`src/rtl/strobe_wdog_pkg.sv`:
```
package strobe_wdog_pkg;

    typedef enum logic {
        PH_HOLD  = 1'b0,
        PH_WATCH = 1'b1
    } wd_phase_e;

    typedef struct packed {
        logic refresh;
        logic expire;
        logic rel;
    } wd_ctl_t;

    localparam logic [1:0] SEL_TIED_LOW  = 2'b00;
    localparam logic [1:0] SEL_TIED_HIGH = 2'b10;

    function automatic int unsigned max_of(input int unsigned a, input int unsigned b);
        return (a > b) ? a : b;
    endfunction

    function automatic int unsigned pick_period(input logic [1:0] sel,
                                                input int unsigned lo,
                                                input int unsigned mid,
                                                input int unsigned hi);
        case (sel)
            SEL_TIED_LOW:  return lo;
            SEL_TIED_HIGH: return hi;
            default:       return mid;
        endcase
    endfunction

endpackage

```
`src/rtl/wd_strobe_edge.sv`:
```
module wd_strobe_edge (
    input  logic clk,
    input  logic rst,
    input  logic strobe,
    output logic fall
);
    logic s_meta;
    logic s_sync;
    logic s_prev;

    always_ff @(posedge clk) begin
        if (rst) begin
            s_meta <= 1'b0;
            s_sync <= 1'b0;
            s_prev <= 1'b0;
        end else begin
            s_meta <= strobe;
            s_sync <= s_meta;
            s_prev <= s_sync;
        end
    end

    assign fall = s_prev & ~s_sync;
endmodule

```
`src/rtl/wd_tick_counter.sv`:
```
module wd_tick_counter #(
    parameter int unsigned W = 8
) (
    input  logic         clk,
    input  logic         rst,
    input  logic         clear,
    input  logic         step,
    output logic [W-1:0] count
);
    always_ff @(posedge clk) begin
        if (rst || clear) begin
            count <= '0;
        end else if (step) begin
            count <= count + 1'b1;
        end
    end
endmodule

```
`src/rtl/strobe_wdog.sv`:
```
module strobe_wdog
    import strobe_wdog_pkg::*;
#(
    parameter int unsigned PER_LOW     = 150,
    parameter int unsigned PER_OPEN    = 600,
    parameter int unsigned PER_HIGH    = 1200,
    parameter int unsigned PULSE_TICKS = 250
) (
    input  logic       clk,
    input  logic       rst,
    input  logic       tick_1ms,
    input  logic [1:0] period_sel,
    input  logic       strobe,
    input  logic       man_req,
    output logic       rst_hi,
    output logic       rst_n
);
    localparam int unsigned MAXV = max_of(max_of(PER_LOW, PER_OPEN), max_of(PER_HIGH, PULSE_TICKS));
    localparam int unsigned CW   = $clog2(MAXV + 1);
    localparam logic [CW-1:0] PULSE_LAST = CW'(PULSE_TICKS - 1);

    wd_phase_e     phase_q;
    wd_ctl_t       ctl;
    logic          in_watch;
    logic          fall;
    logic [CW-1:0] period_q;
    logic [CW-1:0] period_nx;
    logic [CW-1:0] w_count;
    logic [CW-1:0] p_count;
    logic          w_done;
    logic          p_done;
    logic          w_clear;
    logic          p_clear;

    wd_strobe_edge u_edge (
        .clk    (clk),
        .rst    (rst),
        .strobe (strobe),
        .fall   (fall)
    );

    assign in_watch  = (phase_q == PH_WATCH);
    assign period_nx = CW'(pick_period(period_sel, PER_LOW, PER_OPEN, PER_HIGH));

    assign w_done = tick_1ms && (w_count == period_q - 1'b1);
    assign p_done = tick_1ms && (p_count == PULSE_LAST);

    always_comb begin
        ctl.refresh = in_watch && fall && !man_req;
        ctl.expire  = in_watch && w_done && !fall && !man_req;
        ctl.rel     = !in_watch && p_done && !man_req;
    end

    assign w_clear = !in_watch || fall || man_req;
    assign p_clear = in_watch || man_req || p_done;

    wd_tick_counter #(.W(CW)) u_watch_cnt (
        .clk   (clk),
        .rst   (rst),
        .clear (w_clear),
        .step  (tick_1ms),
        .count (w_count)
    );

    wd_tick_counter #(.W(CW)) u_pulse_cnt (
        .clk   (clk),
        .rst   (rst),
        .clear (p_clear),
        .step  (tick_1ms),
        .count (p_count)
    );

    always_ff @(posedge clk) begin
        if (rst) begin
            phase_q  <= PH_HOLD;
            period_q <= '0;
        end else if (man_req || ctl.expire) begin
            phase_q <= PH_HOLD;
        end else if (ctl.rel) begin
            phase_q  <= PH_WATCH;
            period_q <= period_nx;
        end else if (ctl.refresh) begin
            period_q <= period_nx;
        end
    end

    assign rst_hi = !in_watch;
    assign rst_n  = in_watch;
endmodule

```
`config.mk`:
```
export PLATFORM = sky130hd
export DESIGN_NAME = strobe_wdog
export DESIGN_NICKNAME = d
export VERILOG_FILES = /design/src/rtl/strobe_wdog_pkg.sv /design/src/rtl/wd_strobe_edge.sv /design/src/rtl/wd_tick_counter.sv /design/src/rtl/strobe_wdog.sv
export SDC_FILE = /design/constraint.sdc
export NUM_CORES = 1
export LEC_CHECK = 0
export ABC_AREA = 1
export CAP_MARGIN = 20
export CORE_MARGIN = 4
export CORE_UTILIZATION = 45
export CTS_CLUSTER_DIAMETER = 40
export DETAILED_ROUTE_END_ITERATION = 12
export DONT_BUFFER_PORTS = 1
export GPL_TIMING_DRIVEN = 0
export MAX_ROUTING_LAYER = met4
export SETUP_SLACK_MARGIN = 0.3
export SLEW_MARGIN = 20
export SYNTH_ARGS = -nofsm -noshare
export SYNTH_HDL_FRONTEND = slang
export SYNTH_HIERARCHICAL = 1
export SYNTH_SLANG_ARGS = --single-unit
```
`constraint.sdc`:
```
create_clock -name clk -period 1.5 [get_ports clk]
set_clock_uncertainty 0.05 [all_clocks]
set_input_delay 0.3 -clock clk [delete_from_list [all_inputs] [get_ports clk]]
set_output_delay 0.3 -clock clk [all_outputs]
set_load 0.1 [all_outputs]
```
==> flow_summary.yaml <==
global_route:
  antenna_found_initial: 0
  grt_max_degree: 11
  grt-ovfl-total: 0
  grt_pass1_wl_um: 7120
  grt_usage: 0.173
  grt_pass1_vias: 1567
logic_synthesis:
  synth_top_area_share: 0.332
  yosys_warnings: 6
  ys_seq_elements: 31
  netlist_area_mm2: 0.00187
  syn_area_per_cell_um2: 6.49
  synth.area.top_cells: "dfxtp_1 33%, nand2_1 15%, nand3_1 9.9%, inv_1 7.8%, nor2_1 7.4%"
  syn_inst: 288
  syn-num-nets: 298
  seq_area_frac_synth: 0.332
  yosysUniqueCellTypes: 22
  yosys.area.top_type: "dfxtp_1"
min_path:
  hold_depth: 1
  hold_path_class: "in2reg"
  worstHoldStart: "rst"
  hold_end: "period_q[2]$_SDFFE_PP0P_"
power:
  clock_power_share: 0.491
  seqPwrFrac: 0.484
  cellPowerDensity_mw_per_mm2: 803
  switching_share: 0.195
  p_int_mw: 1.38
  combPwrFrac: 0.025
  p_leak_nw: 0.814
  ir_drop_mv: 0.658
  p_sw_uw: 334
timing:
  fmax_ghz: 0.507
  tightest_slew_ns: 0.554
  fin_crit_sh: 1.31
  hold_slack_ns: 0.0274
  finalSetupViolations: 18
  tns_ns: -6.68
  hold_viol_final: 0
  slew_viol_final: 0
  slew_headroom: 0.630
  setup_slack_ns: -0.471
  rsz0062_at_grt: "yes"
  period_needed_ns: 1.97
floorplanning:
  die_area_mm2: 0.00525
  pin_count: 9
  die_h_um: 72.5
  fp.dieW_um: 72.5
  initial_core_util: 0.468
  rows: 23
  coreArea_mm2: 0.00400
status:
  violations: "setup timing"
  outcome: "finished with violations"
layout:
  drive_gt1_frac: 0.166
  final_common_cell: "nand2_1"
  stdcell_area_mm2: 0.00213
  antenna-diode-count: 0
  layout_common_cells: "72 x nand2_1, 37 x inv_1, 37 x nand3_1, 37 x nor2_1, 27 x dfxtp_1"
  nets: 310
  area_growth_pct: 13.9
cts:
  cts_hold_buf: 0
  clk_latency_ns: 0.27
  cts_tree: "built"
  htreeDepth: 2
  max-clock-path-buffers: 2
  cts_root_buffer: "clkbuf_8"
  path_clk_slew_ns: 0.07
  numCtsBuffers: 5
  cts_sinks: 31
critical_path:
  crit_path_start_kind: "flip-flop"
  worstSetupEndpointType: "flip-flop"
  ff2ff_setup_slack_ns: -0.47
  cp_data_arrival_time_ns: 2.13
  r2r_end: "period_q[7]$_SDFFE_PP0P_"
  reg2reg_from: "rst_n$_SDFFE_PP0P_"
  rr_worst_depth: 5
  critPathKind: "reg2reg"
  worstPathRequired_ns: 1.66
  cp_max_fo: 5
place:
  place_congestion: 0.787
  placed_area_mm2: 0.00194
  hpwl_um: 2790
  dp_slack_ns: -0.570
  port_buffers: 0
routing:
  wirelength_um: 3910
  route.top_layer_used: "met4"
  postRouteAntennaNets: 0
  routedWlPerCell_um: 11.1
  drt_drc_violations_left: 0
  met3_length_um: 134
  wl_met1_um: 2020
  first_pass_iters: 4
  vias_per_cell: 4.87
  vias: 1708
  wl_met2_um: 1730
  drt-initial-drc-count: 87
run:
  max_cap_viol_count: 0
[per-stage QoR]
stage	cells	utilization	power (mW)
2_1_floorplan	288	-	0.884
3_3_place_gp	338	0.485	0.892
3_5_place_dp	338	0.485	0.892
4_1_cts	351	0.527	1.74
5_1_grt	351	0.533	1.78
6_report	351	0.533	1.71
[layout make-up]
cell class	instances	area (um2)
Buffer	3	33.8
Clock buffer	6	82.6
Clock inverter	2	35.0
Fill cell	403	1870
Inverter	40	156
Multi-Input combinational cell	214	1090
Sequential cell	31	631
Tap cell	50	62.6
Timing Repair Buffer	5	37.5
[synthesized netlist by cell type]
cell      instances
a21o_1            1
a21oi_1          25
buf_6             3
dfxtp_1          31
ha_1              3
inv_1            39
inv_2             1
nand2_1          73
nand2_2           2
nand3_1          37
nand3_2           3
nand3b_1          2
nand4_1           2
nand4_2           1
nor2_1           37
nor2_2            7
nor2_4            9
nor3_1            3
o211ai_1          1
o21ai_0           6
xnor2_1           1
xor2_1            1
[worst max-delay path by stage]
stage	startpoint	cells past startpoint	to	slack (ns)
6_report	rst_n$_SDFFE_PP0P_	5	period_q[7]$_SDFFE_PP0P_	-0.47
5_1_grt	rst_n$_SDFFE_PP0P_	6	period_q[5]$_SDFFE_PP0P_	-0.56
4_1_cts	rst_n$_SDFFE_PP0P_	6	period_q[5]$_SDFFE_PP0P_	-0.45
3_5_place_dp	rst_n$_SDFFE_PP0P_	4	period_q[2]$_SDFFE_PP0P_	-0.57
3_3_place_gp	rst_n$_SDFFE_PP0P_	4	period_q[2]$_SDFFE_PP0P_	-0.57
2_1_floorplan	rst_n$_SDFFE_PP0P_	4	period_q[2]$_SDFFE_PP0P_	-0.38
[registers in the layout, summed over array words and instances (netlist names)]
signal	cells
u_watch_cnt/count	11
u_edge/s_meta	1
period_q	5
u_edge/s_sync	1
rst_n	1
u_edge/s_prev	1
u_pulse_cnt/count	11
[cells by family (layout without fill, tap and decap cells)]
group | after synthesis | after routing | synth area share
fa+ha+maj | 3 | 3 | 0.0201
xor+xnor | 2 | 2 | 0.00937
simple gates | 176 | 176 | 0.449
flops | 31 | 31 | 0.332
compound gates | 33 | 33 | 0.0910
buf+inv | 43 | 56 | 0.0983
[power groups by stage]
stage / logic, mW / registers, mW / clock network, mW
after floorplan: 0.0363 / 0.848 / 0
after global routing: 0.0514 / 0.829 / 0.902
after detailed placement: 0.0432 / 0.849 / 0
final: 0.0433 / 0.828 / 0.840
after CTS: 0.0434 / 0.828 / 0.870
after global placement: 0.0432 / 0.849 / 0
[per-layer routing]
layer | up-vias | GRT usage
li1 | 938 | -
met1 | 753 | 0.230
met2 | 15 | 0.264
met3 | 2 | 0.0443
met4 | 0 | 0.0369
met5 | - | -
[worst max-delay path: stages, from the launching register on]
cell and delay [ns]:
dfxtp_4 0.57, clkinvlp_4 0.57, o211ai_1 0.35, buf_4 0.18
nand2_1 0.06, a21oi_2 0.12
[repair_timing]
action	4_1_cts	5_1_grt
setup buffers	5	0
cloned	0	0
pin swaps	4	3
gates resized for setup	6	7
endpoints found under the setup margin	30	30
No activity file was read; power rests on OpenSTA's default activity.
